File: src/rtl/biq_pkg.sv
package biq_pkg;
  // coefficients per section
  localparam int TAPS = 5;

  typedef enum logic [1:0] {
    PH_IDLE  = 2'd0,
    PH_SCALE = 2'd1,
    PH_SECT  = 2'd2,
    PH_DONE  = 2'd3
  } biq_phase_e;

  // slot index inside a section; the slot order is decoded by the datapath
  typedef enum logic [2:0] {
    K_B2   = 3'd0,
    K_B0M1 = 3'd1,
    K_A2   = 3'd2,
    K_A1H  = 3'd3,
    K_B1H  = 3'd4
  } biq_kidx_e;
endpackage

File: src/rtl/biq_coef_bank.sv
module biq_coef_bank #(
  parameter int NSEC   = 4,
  parameter int CW     = 20,
  parameter int ADDR_W = 5
) (
  input  logic                     clk,
  input  logic                     rst_n,
  input  logic                     busy_i,
  input  logic                     we_i,
  input  logic [ADDR_W-1:0]        waddr_i,
  input  logic [CW-1:0]            wdata_i,
  input  logic [ADDR_W-1:0]        raddr_i,
  output logic signed [CW-1:0]     rdata_o,
  output logic signed [CW-1:0]     scale_o
);
  localparam int NCOEF = NSEC * biq_pkg::TAPS;

  logic [NCOEF-1:0][CW-1:0] coef_q;
  logic [CW-1:0]            scale_q;
  logic                     wr_ok;

  assign wr_ok = we_i && !busy_i;

  for (genvar g = 0; g < NCOEF; g++) begin : g_coef
    logic wen;
    assign wen = wr_ok && (waddr_i == ADDR_W'(g));
    always_ff @(posedge clk or negedge rst_n) begin
      if (!rst_n)   coef_q[g] <= '0;
      else if (wen) coef_q[g] <= wdata_i;
    end
  end

  always_ff @(posedge clk or negedge rst_n) begin
    if (!rst_n)                                     scale_q <= '0;
    else if (wr_ok && waddr_i == ADDR_W'(NCOEF))    scale_q <= wdata_i;
  end

  always_comb begin
    rdata_o = '0;
    for (int i = 0; i < NCOEF; i++)
      if (raddr_i == ADDR_W'(i)) rdata_o = $signed(coef_q[i]);
  end

  assign scale_o = $signed(scale_q);


  frozen_coef_chk: assert property (@(posedge clk) disable iff (!rst_n)
    busy_i |=> ($stable(coef_q) && $stable(scale_q)));
endmodule

File: src/rtl/biq_mac.sv
module biq_mac #(
  parameter int MA = 21,
  parameter int MB = 24,
  parameter int AW = 48
) (
  input  logic                 clk,
  input  logic                 rst_n,
  input  logic                 en_i,
  input  logic                 clr_i,
  input  logic signed [AW-1:0] init_i,
  input  logic signed [MA-1:0] a_i,
  input  logic signed [MB-1:0] b_i,
  input  logic                 dbl_i,
  input  logic                 neg_i,
  output logic signed [AW-1:0] acc_o
);
  localparam int PW = MA + MB;

  logic signed [PW-1:0] prod;
  logic signed [AW-1:0] term, base, acc_d, acc_q;
  logic signed [AW:0]   wide_sum;

  always_comb begin
    prod = a_i * b_i;
    term = {{(AW-PW){prod[PW-1]}}, prod};
    if (dbl_i) term = term <<< 1;
    if (neg_i) term = -term;
    base     = clr_i ? init_i : acc_q;
    acc_d    = base + term;
    wide_sum = {base[AW-1], base} + {term[AW-1], term};
  end

  always_ff @(posedge clk or negedge rst_n) begin
    if (!rst_n)     acc_q <= '0;
    else if (en_i)  acc_q <= acc_d;
  end

  assign acc_o = acc_q;


  acc_no_wrap_chk: assert property (@(posedge clk) disable iff (!rst_n)
    en_i |-> (wide_sum[AW] == wide_sum[AW-1]));
endmodule

File: src/rtl/biq_history.sv
module biq_history #(
  parameter int NSEC = 4,
  parameter int DW   = 24,
  parameter int SW   = 2
) (
  input  logic                 clk,
  input  logic                 rst_n,
  input  logic                 upd_i,
  input  logic [SW-1:0]        usec_i,
  input  logic signed [DW-1:0] ux_i,
  input  logic signed [DW-1:0] uy_i,
  input  logic [SW-1:0]        rsec_i,
  output logic signed [DW-1:0] rx1_o,
  output logic signed [DW-1:0] rx2_o,
  output logic signed [DW-1:0] ry1_o,
  output logic signed [DW-1:0] ry2_o
);
  logic [NSEC-1:0][DW-1:0] x1_q, x2_q, y1_q, y2_q;

  for (genvar g = 0; g < NSEC; g++) begin : g_sec
    logic hit;
    assign hit = upd_i && (usec_i == SW'(g));
    always_ff @(posedge clk or negedge rst_n) begin
      if (!rst_n) begin
        x1_q[g] <= '0;
        x2_q[g] <= '0;
        y1_q[g] <= '0;
        y2_q[g] <= '0;
      end else if (hit) begin
        x2_q[g] <= x1_q[g];
        x1_q[g] <= ux_i;
        y2_q[g] <= y1_q[g];
        y1_q[g] <= uy_i;
      end
    end
  end

  always_comb begin
    rx1_o = '0;
    rx2_o = '0;
    ry1_o = '0;
    ry2_o = '0;
    for (int i = 0; i < NSEC; i++) begin
      if (rsec_i == SW'(i)) begin
        rx1_o = $signed(x1_q[i]);
        rx2_o = $signed(x2_q[i]);
        ry1_o = $signed(y1_q[i]);
        ry2_o = $signed(y2_q[i]);
      end
    end
  end
endmodule

File: src/rtl/biq_cascade.sv
module biq_cascade import biq_pkg::*; #(
  parameter int DW   = 24,
  parameter int CW   = 20,
  parameter int NSEC = 4,
  parameter int AW   = 48,
  localparam int ADDR_W = $clog2(NSEC * TAPS + 1)
) (
  input  logic              clk,
  input  logic              rst_n,
  input  logic              in_valid,
  input  logic [DW-1:0]     in_sample,
  input  logic              cfg_we,
  input  logic [ADDR_W-1:0] cfg_addr,
  input  logic [CW-1:0]     cfg_wdata,
  output logic              out_valid,
  output logic [DW-1:0]     out_sample
);
  localparam int FRAC    = CW - 1;
  localparam int SW      = (NSEC > 1) ? $clog2(NSEC) : 1;
  localparam int MA      = CW + 1;
  localparam int LATENCY = TAPS * NSEC + 2;
  localparam int LW      = $clog2(LATENCY + 2) + 1;
  localparam logic signed [AW-1:0] SAT_HI = AW'((64'sd1 <<< (DW - 1)) - 64'sd1);
  localparam logic signed [AW-1:0] SAT_LO = -SAT_HI - AW'(1);

  biq_phase_e          phase_q, phase_d;
  logic [SW-1:0]       sec_q, sec_d;
  logic [2:0]          tap_q, tap_d;
  logic signed [DW-1:0] xin_q, xin_d, curx_q, curx_d, dout_q, dout_d;
  logic                ov_q, ov_d;

  logic                busy;
  logic signed [AW-1:0] acc;
  logic signed [DW-1:0] x_now;
  logic signed [CW-1:0] coef, scale;
  logic [ADDR_W-1:0]   coef_addr;
  biq_kidx_e           kidx;
  logic signed [MA-1:0] mul_a;
  logic signed [DW-1:0] mul_b;
  logic signed [AW-1:0] init;
  logic                mac_en, clr, dbl, neg;
  logic                upd;
  logic [SW-1:0]       usec;
  logic signed [DW-1:0] rx1, rx2, ry1, ry2;

  function automatic logic signed [DW-1:0] sat_fn(input logic signed [AW-1:0] v);
    logic signed [AW-1:0] s;
    s = v >>> FRAC;
    if (s > SAT_HI)      s = SAT_HI;
    else if (s < SAT_LO) s = SAT_LO;
    return s[DW-1:0];
  endfunction

  assign busy  = (phase_q != PH_IDLE);
  assign x_now = sat_fn(acc);

  biq_coef_bank #(.NSEC(NSEC), .CW(CW), .ADDR_W(ADDR_W)) u_bank (
    .clk(clk), .rst_n(rst_n), .busy_i(busy), .we_i(cfg_we),
    .waddr_i(cfg_addr), .wdata_i(cfg_wdata), .raddr_i(coef_addr),
    .rdata_o(coef), .scale_o(scale));

  biq_history #(.NSEC(NSEC), .DW(DW), .SW(SW)) u_hist (
    .clk(clk), .rst_n(rst_n), .upd_i(upd), .usec_i(usec),
    .ux_i(curx_q), .uy_i(x_now), .rsec_i(sec_q),
    .rx1_o(rx1), .rx2_o(rx2), .ry1_o(ry1), .ry2_o(ry2));

  biq_mac #(.MA(MA), .MB(DW), .AW(AW)) u_mac (
    .clk(clk), .rst_n(rst_n), .en_i(mac_en), .clr_i(clr), .init_i(init),
    .a_i(mul_a), .b_i(mul_b), .dbl_i(dbl), .neg_i(neg), .acc_o(acc));

  // operand selection: tap order b0-1, b1/2, b2, a1/2, a2
  always_comb begin
    case (tap_q)
      3'd0:    kidx = K_B0M1;
      3'd1:    kidx = K_B1H;
      3'd2:    kidx = K_B2;
      3'd3:    kidx = K_A1H;
      default: kidx = K_A2;
    endcase
    coef_addr = ADDR_W'(int'(sec_q) * TAPS + int'(kidx));
    mac_en    = (phase_q == PH_SCALE) || (phase_q == PH_SECT);
    init      = '0;
    dbl       = 1'b0;
    neg       = 1'b0;
    clr       = 1'b0;
    mul_a     = $signed({coef[CW-1], coef});
    mul_b     = x_now;
    if (phase_q == PH_SCALE) begin
      mul_a = -$signed({scale[CW-1], scale});
      mul_b = xin_q;
      clr   = 1'b1;
      neg   = 1'b1;
    end else begin
      case (tap_q)
        3'd0: begin
          clr  = 1'b1;
          init = $signed({{(AW-DW){x_now[DW-1]}}, x_now}) <<< FRAC;
        end
        3'd1: begin mul_b = rx1; dbl = 1'b1; end
        3'd2: mul_b = rx2;
        3'd3: begin mul_b = ry1; dbl = 1'b1; neg = 1'b1; end
        default: begin mul_b = ry2; neg = 1'b1; end
      endcase
    end
  end

  // history of the previous section updates while the next one starts
  always_comb begin
    upd  = ((phase_q == PH_SECT) && (tap_q == 3'd0) && (sec_q != '0)) ||
           (phase_q == PH_DONE);
    usec = (phase_q == PH_DONE) ? SW'(NSEC - 1) : sec_q - SW'(1);
  end

  // next state
  always_comb begin
    phase_d = phase_q;
    sec_d   = sec_q;
    tap_d   = tap_q;
    xin_d   = xin_q;
    curx_d  = curx_q;
    dout_d  = dout_q;
    ov_d    = 1'b0;
    case (phase_q)
      PH_IDLE: if (in_valid) begin
        xin_d   = $signed(in_sample);
        phase_d = PH_SCALE;
      end
      PH_SCALE: begin
        phase_d = PH_SECT;
        sec_d   = '0;
        tap_d   = '0;
      end
      PH_SECT: begin
        if (tap_q == 3'd0) curx_d = x_now;
        if (tap_q == 3'(TAPS - 1)) begin
          tap_d = '0;
          if (sec_q == SW'(NSEC - 1)) phase_d = PH_DONE;
          else                        sec_d   = sec_q + SW'(1);
        end else begin
          tap_d = tap_q + 3'd1;
        end
      end
      default: begin
        dout_d  = x_now;
        ov_d    = 1'b1;
        phase_d = PH_IDLE;
      end
    endcase
  end

  always_ff @(posedge clk or negedge rst_n) begin
    if (!rst_n) begin
      phase_q <= PH_IDLE;
      sec_q   <= '0;
      tap_q   <= '0;
      xin_q   <= '0;
      curx_q  <= '0;
      dout_q  <= '0;
      ov_q    <= 1'b0;
    end else begin
      phase_q <= phase_d;
      sec_q   <= sec_d;
      tap_q   <= tap_d;
      xin_q   <= xin_d;
      curx_q  <= curx_d;
      dout_q  <= dout_d;
      ov_q    <= ov_d;
    end
  end

  assign out_valid  = ov_q;
  assign out_sample = dout_q;

  // latency observer
  logic [LW-1:0] lat_q;
  always_ff @(posedge clk or negedge rst_n) begin
    if (!rst_n)                          lat_q <= '0;
    else if (!busy && in_valid)          lat_q <= LW'(1);
    else if (ov_q)                       lat_q <= '0;
    else if (lat_q != '0)                lat_q <= lat_q + LW'(1);
  end


  latency_chk: assert property (@(posedge clk) disable iff (!rst_n)
    ov_q |-> (lat_q == LW'(LATENCY + 1)));


  ov_pulse_chk: assert property (@(posedge clk) disable iff (!rst_n)
    ov_q |=> !ov_q);


  seq_range_chk: assert property (@(posedge clk) disable iff (!rst_n)
    (int'(sec_q) < NSEC) && (int'(tap_q) < TAPS));


  busy_drop_chk: assert property (@(posedge clk) disable iff (!rst_n)
    (busy && in_valid) |=> $stable(xin_q));
endmodule

File: config.mk
export PLATFORM = sky130hd
export DESIGN_NAME = biq_cascade
export DESIGN_NICKNAME = d
export VERILOG_FILES = /design/src/rtl/biq_pkg.sv /design/src/rtl/biq_coef_bank.sv /design/src/rtl/biq_mac.sv /design/src/rtl/biq_history.sv /design/src/rtl/biq_cascade.sv
export SDC_FILE = /design/constraint.sdc
export NUM_CORES = 2
export LEC_CHECK = 0
export BUFFER_PORTS_ARGS = -buffer_cell sky130_fd_sc_hd__clkbuf_2
export CORE_MARGIN = 3
export CORE_UTILIZATION = 40
export DETAILED_ROUTE_END_ITERATION = 16
export GPL_TIMING_DRIVEN = 0
export MAX_ROUTING_LAYER = met4
export PLACE_DENSITY = 0.64
export SLEW_MARGIN = 30
export SYNTH_ARGS = -nofsm -noshare
export SYNTH_HDL_FRONTEND = slang
export SYNTH_SLANG_ARGS = --single-unit
File: constraint.sdc
create_clock -name clk -period 27.6 [get_ports clk]
set_input_delay 5.52 -clock clk [delete_from_list [all_inputs] [get_ports clk]]
set_output_delay 5.52 -clock clk [all_outputs]
set_load 0.005 [all_outputs]
After elaboration in Yosys (flattened, before gate mapping)
Cells that the tools add are included.
- register bits after elaboration: 932
- bits of input ports: 53
- output and inout port bits: 25
- mux-type cells: 64
- reductions and logical operators: 47
- multiply operators: 2
- equal/unequal tests: 56
- $lt $le $gt $ge: 2
- add/sub/neg operators: 7
- operator list (kind ; number):
    $mux 24 ; 19
    $mux 20 ; 20
    $mux 48 ; 4
    $pmux 24 s4 ; 1
    $eq 5x4->1 const B ; 16
    $add 48x48->48 ; 1
    $neg 46->48 ; 1
    $eq 5x5->1 const B ; 9
    $mul 21x24->45 ; 1
    $mux 45 ; 1
    $eq 5x3->1 const B ; 8
    $gt 29x24->1 const B ; 1
    $lt 29x24->1 const B ; 1
    $logic_and 1x1->1 ; 28
    $mux 21 ; 1
    $neg 20->21 ; 1
    $eq 5x2->1 const B ; 4
    $eq 2x2->1 const B ; 6
    $mux 2 ; 6
    $pmux 3 s4 ; 1
    $eq 5x1->1 const B ; 2
    $logic_not 5->1 ; 2
    $mux 1 ; 7
    $eq 2x1->1 const B ; 3
    23 further kinds ; 34

Longest topological paths before layout
- depth after elaboration: 30
- depth in mapped cells: 67

Modules after synthesis
From an unflattened synthesis, not the netlist that was laid out.
- cell total of the unflattened synthesis: 6301
- area total of the unflattened synthesis: 68281.7 sq um
- modules (own cells, without submodules) (module ; cells an instance ; area an instance (sq um) ; instances ; sequential area each (sq um)):
    biq_mac ; 3204 ; 26681.8 ; 1 ; 1201.2
    biq_coef_bank ; 1578 ; 19756.4 ; 1 ; 10510.1
    biq_history ; 930 ; 16448.3 ; 1 ; 9609.2
    biq_cascade ; 589 ; 5395.2 ; 1 ; 2001.9

Worst setup path after synthesis
No wires, ideal clock.
- path kind: reg-to-reg
- start: reg tap_q[0]
- end: reg u_mac.acc_q[47] (netlist: u_mac.acc_o[47])
- cell stages (with the launch flop): 62
- arrival time: 15383 ps
- path slack: 12086 ps
- required time: 27468 ps
- buffers on the path: 8
- path through: dfrtp_1 -> buf_6 -> clkinv_1 -> ha_1 -> nand2_1 -> clkbuf_1 -> clkbuf_1 -> clkbuf_1 -> nand2_1 -> ha_1 -> ha_1 -> fa_1 -> clkbuf_1 -> nand2b_1 -> buf_1 -> nor4_1 -> a2111oi_0 -> o21ai_0 -> (+26 left out) -> a21o_1 -> a2111oi_0 -> nand4_4 -> o211a_1 -> o21ai_1 -> nand4_1 -> ha_1 -> nand3_1 -> nor2_1 -> nand2_1 -> o2bb2ai_1 -> o31a_1 -> a2111oi_0 -> o41ai_1 -> nor3_1 -> a21o_1 -> o311ai_1 -> or3b_1
- longest elaborated chain between the ends: 30
- elaborated cells on any way between the ends: 65
- classes of those cells: 3 x add/sub; 1 x mul; 22 x eq/ne; 35 x mux; 4 x reduce/logical
- ends and longest elaborated chain (element ; line ; source):
    start, declared ; biq_cascade.sv:28 ; logic [2:0] tap_q, tap_d;
    start signal, assigned ; biq_cascade.sv:163 ; tap_q <= tap_d;
    $eq 3x2->1 (tied with other cells) ; biq_cascade.sv:73, biq_cascade.sv:94 ;
    $pmux 3 s4 ; biq_cascade.sv:73 ; case (tap_q)
    $add 5x3->5 ; biq_cascade.sv:80 ; coef_addr = ADDR_W'(int'(sec_q) * TAPS + int'(kidx));
    $logic_not 5->1 ; biq_coef_bank.sv:41 ; if (raddr_i == ADDR_W'(i)) rdata_o = $signed(coef_q[i]);
    $mux 20 (20 in a row) ; biq_coef_bank.sv:41 ;
    $mux 21 ; biq_cascade.sv:88 ; if (phase_q == PH_SCALE) begin
    $mul 21x24->45 ; biq_mac.sv:24 ; prod = a_i * b_i;
    $mux 45 ; biq_mac.sv:26 ; if (dbl_i) term = term <<< 1;
    $neg 46->48 ; biq_mac.sv:27 ; if (neg_i) term = -term;
    $mux 48 ; biq_mac.sv:27 ;
    $add 48x48->48 * ; biq_mac.sv:29 ; acc_d = base + term;
    end signal, assigned ; biq_mac.sv:34 ; if (!rst_n) acc_q <= '0;
    end signal, assigned ; biq_mac.sv:35 ; else if (en_i) acc_q <= acc_d;
    end, declared ; biq_mac.sv:20 ; logic signed [AW-1:0] term, base, acc_d, acc_q;
Mark *: on every way between the ends. The rest lies on a longest branch, timed or not.
A chain may end at the register's enable or synchronous reset.

Worst setup path in the final report
Same ends and word-level chain as after synthesis.

==> results <==
- The residual overflow from global routing is 0.
- The I/O pin total is ~80.
- In the final layout, the share of cells above drive strength 1 is 0.181.
- The worst setup path is launched from a flop.
- In this run the most critical hold path is launched from u_bank.coef_q[338].
- At the later pin of the worst-skew pair, clock insertion delay measures ~750 ps.
- The capturing element type of the critical path is a flop.
- The starting density of the core is 0.406.
- Setup violations remaining at the end of the flow were counted as 0.
- Measured against its own limit, the worst slew margin works out to 0.221.
- The number of H-tree levels is 3.
- The required time of the critical path is between 20,000 and 30,000 ps.
- Measured against the total synthesized area, the mux share comes to 0.139.
- The cell occurring most often along the worst timing path is sky130_fd_sc_hd__fa_1.
- The count of input and output buffers is 77.
- The area of the die is 169,000 µm².
- Of the total synthesized cell area, the portion taken by full adders, half adders and majority gates is 0.194.
- The total core area is approximately 160,000 µm².
- The buffer levels on the longest clock path is 3.
- Routability-driven placement finished with a final weighted congestion of about 1.
- The count of endpoints failing hold in the final timing report is 0.
- The setup fix buffers added after clock tree synthesis is 0.
- The pre-antenna-repair detailed-routing pass consisted of 7 iterations.
- Among all flip-flop cells after synthesis, the most frequent one is sky130_fd_sc_hd__dfrtp_1.
- The first-pass GRT wire length is ~350,000 µm.
- Setup repair after global routing left no endpoint under its margin.
- The post-layout minimum cycle time is 21,300 ps.
- For the worst flop-to-flop path, the logic depth is between 60 and 70.
- The count of yosys warnings during synthesis is 0.
- The total via count after detailed routing is ~53,000.
- The reg-to-reg critical path startpoint is tap_q[0].
- The clock net in this run drives a total of 932 sinks.
- The tightest min-delay check is of the reg2reg type.
- The growth of design area from synthesis to finish is 11.6%.
- The number of global-route vias before repair is between 50,000 and 60,000.
- The synthesized design contains 0 enable-type register cells.
- The run finished with clean final reports.
- Static timing analysis puts the maximum clock frequency at around 47 MHz.
- The worst hold path terminates at u_bank.coef_q[338].
- After synthesis the cells add up to 65,600 µm².
- Of all flip-flops after synthesis, the portion carrying an async set or reset was 1.00.
- The final count of pins violating max slew was 0.
- The sum of net half-perimeters after detailed placement is between 150,000 and 200,000 µm.
- The total routing usage reported by global routing is 0.289.
- The worst-case clock skew is 85.1 ps.
- The TritonCTS buffer count is between 90 and 100.
- Entering global routing, the biggest net connects between 80 and 90 pins.
- The wire length after detailed routing is between 200,000 and 250,000 µm.
- The height of the chip is 411 µm.
- The area fraction in compound gates after synthesis is 0.123.
- The max-cap violation count is 0.
- Of all nets on the critical path, the largest fanout is 10.
- At the pin with the least slew margin, the transition time is approximately 1200 ps.
- The horizontal die dimension is 411 µm.
- The TritonCTS clock tree is built.
- Each instance of the synthesized netlist takes up on average between 10 and 15 µm².
- The cell count after synthesis is around 6,400.
- The number of filler cells placed in the layout is roughly 15,000.
- The data arrival at the endpoint of the critical path is about 22,000 ps.
- The floorplan row count is 147.
- The multi-input combinational cells in the finished layout cover a total of 38,600 µm².
- Once routing completed, OpenROAD measured the worst setup slack at about 6300 ps.
- The startpoint of the most critical setup path is tap_q[0].
- At the placement stage, the worst setup path has a slack of 6780 ps.
- The top cell type by total area after synthesis is sky130_fd_sc_hd__dfrtp_1.
- The basic-gate share of the synthesized area counting and, or, nand and nor cells is 0.108.
- The capturing point of the worst reg2reg path is u_mac.acc_o[47].
- In this run, synthesis produced a sequential element count of around 930.
- The sequential cell area is between 20,000 and 25,000 µm².
- The count of nets left with antenna violations once routing finished came out at 0.
- The fraction of synthesized cell area in xor and xnor cells is 0.0174.
- The DRC violation total after the first TritonRoute iteration is 5,776.
- In the routed design, unresolved DRC markers number 0.
- The worst register-to-register path has a setup slack of roughly 6300 ps.
- After synthesis, the netlist uses 96 different library cells.
- The most frequently used cell type in the post-synthesis netlist is sky130_fd_sc_hd__dfrtp_1.
- Using the TritonRoute via totals, the vias-per-cell ratio works out to just under 6.
- The commonest cells after synthesis are sky130_fd_sc_hd__dfrtp_1 (932), sky130_fd_sc_hd__mux2_2 (778), sky130_fd_sc_hd__inv_1 (679).
- After synthesis, the largest family of logic cells by area is adder cells.
- The final layout contains about 7,400 nets.
- Of the post-synthesis cell area, the dominant cell type holds 0.356.
- After clock tree synthesis, the repair step resized 0 gates.
- The delay contributed by the slowest stage of the critical path is approximately 920 ps.
- The average wire per cell in the routed design is 26.7 µm.
- The part of the Yosys area used for sequential elements is 0.356.
- The kind of critical path is reg2reg.
- The number of buffers added to fix hold violations after cts is 0.
- The number of antenna violations at the first check in global routing is 10.
- Dividing the final minimum period by the clock period gives 0.772.
- The buffer type at the clock tree root is sky130_fd_sc_hd__clkbuf_16.
- Synthesis produced a netlist with a net count of about 7,000.
- In the post-synthesis netlist, the biggest area contributors are sky130_fd_sc_hd__dfrtp_1 (36%), sky130_fd_sc_hd__fa_1 (16%), sky130_fd_sc_hd__mux2_2 (13%).
- Among all stages on the critical path, the largest delay is contributed by sky130_fd_sc_hd__o41ai_1.
- Counting instances, the worst hold path has a depth of 1.
- The clock-pin slew on the worst setup and hold paths is approximately 60 ps.
[final cells by class]
cell class,instances,area share
inverter,684,0.0351
tap,2160,0.0369
buffer,411,0.0220
clock buffer,135,0.0374
antenna,8,0.000274
multi-input combinational,4402,0.528
sequential,932,0.319
timing repair buffer,129,0.0147
clock inverter,36,0.00697
[state kept, by name, summed over array words and instances, names as in the netlist]
register / flops
xin_q: 24
out_valid: 1
u_bank.scale_o: 20
tap_q: 3
u_hist.y1_q: 96
phase_q: 2
sec_q: 2
u_bank.coef_q: 400
u_hist.x2_q: 96
u_hist.x1_q: 96
u_mac.acc_o: 48
curx_q: 24
out_sample: 24
u_hist.y2_q: 96
[stage by stage]
stage / util / area, µm² / instances / TNS (ps) / hold slack (ps)
after floorplan: - / 65600 / 6429 / 0 / 466
after global placement: 0.425 / 68700 / 8666 / -1257870 / 480
after detailed placement: 0.432 / 69900 / 8718 / 0 / 489
after CTS: 0.452 / 73100 / 8889 / 0 / 503
after global routing: 0.453 / 73200 / 8896 / 0 / 508
final: 0.453 / 73200 / 8897 / 0 / 501
[per-layer routing]
metal  global-route usage  up-vias  wire length, µm
li1                     -    22400                -
met2                0.431     2566           106000
met5                    -        -                0
met1                0.383    27300            99200
met4                0.130        0            11900
met3               0.0551      564            20900
[worst max-delay path, delay by kind of cell, from the launching register on]
| family | cells | cell delay, ps |
|---|---|---|
| buf+inv | 18 | 5450 |
| fa+ha+maj | 12 | 5280 |
| simple gates | 16 | 4330 |
| flops | 1 | 390 |
| compound gates | 13 | 4940 |
| xor+xnor | 2 | 700 |
[worst max path at each step]
stage	depth (start not counted)	endpoint	slack, ps
after floorplan	61	u_mac.acc_o[47]	12090
after global placement	1	u_mac.acc_o[44]	-1650
after detailed placement	61	u_mac.acc_o[47]	6780
after CTS	61	u_mac.acc_o[47]	6730
after global routing	61	u_mac.acc_o[47]	5260
final	61	u_mac.acc_o[47]	6300
[logic make-up after synthesis]
family | Yosys count
and+or+nand+nor | 1557
xor gates and xnor gates | 130
DFF | 932
AOI/OAI and AO/OA | 1198
adders and majority gates | 703
muxes | 814
buffers and inverters | 1095
[placed cells by master, fill, tap and decap left out, types with 62 or more instances in the layout]
cell                          n
sky130_fd_sc_hd__clkbuf_1   349
sky130_fd_sc_hd__dfrtp_1    932
sky130_fd_sc_hd__clkbuf_16   97
sky130_fd_sc_hd__nand3_1     62
sky130_fd_sc_hd__nor2_1     424
sky130_fd_sc_hd__nor2b_1     80
sky130_fd_sc_hd__inv_1      679
sky130_fd_sc_hd__fa_1       519
sky130_fd_sc_hd__o21ai_0    205
sky130_fd_sc_hd__clkbuf_2    90
sky130_fd_sc_hd__nor3_1      64
sky130_fd_sc_hd__nand2_1    624
sky130_fd_sc_hd__a22oi_1     88
sky130_fd_sc_hd__mux2_2     778
sky130_fd_sc_hd__ha_1       184
sky130_fd_sc_hd__xnor2_1     89
sky130_fd_sc_hd__a21oi_1    299
Power is not shown: default switching activity piles up to over one toggle a cycle in this logic, so the estimate is an artifact.
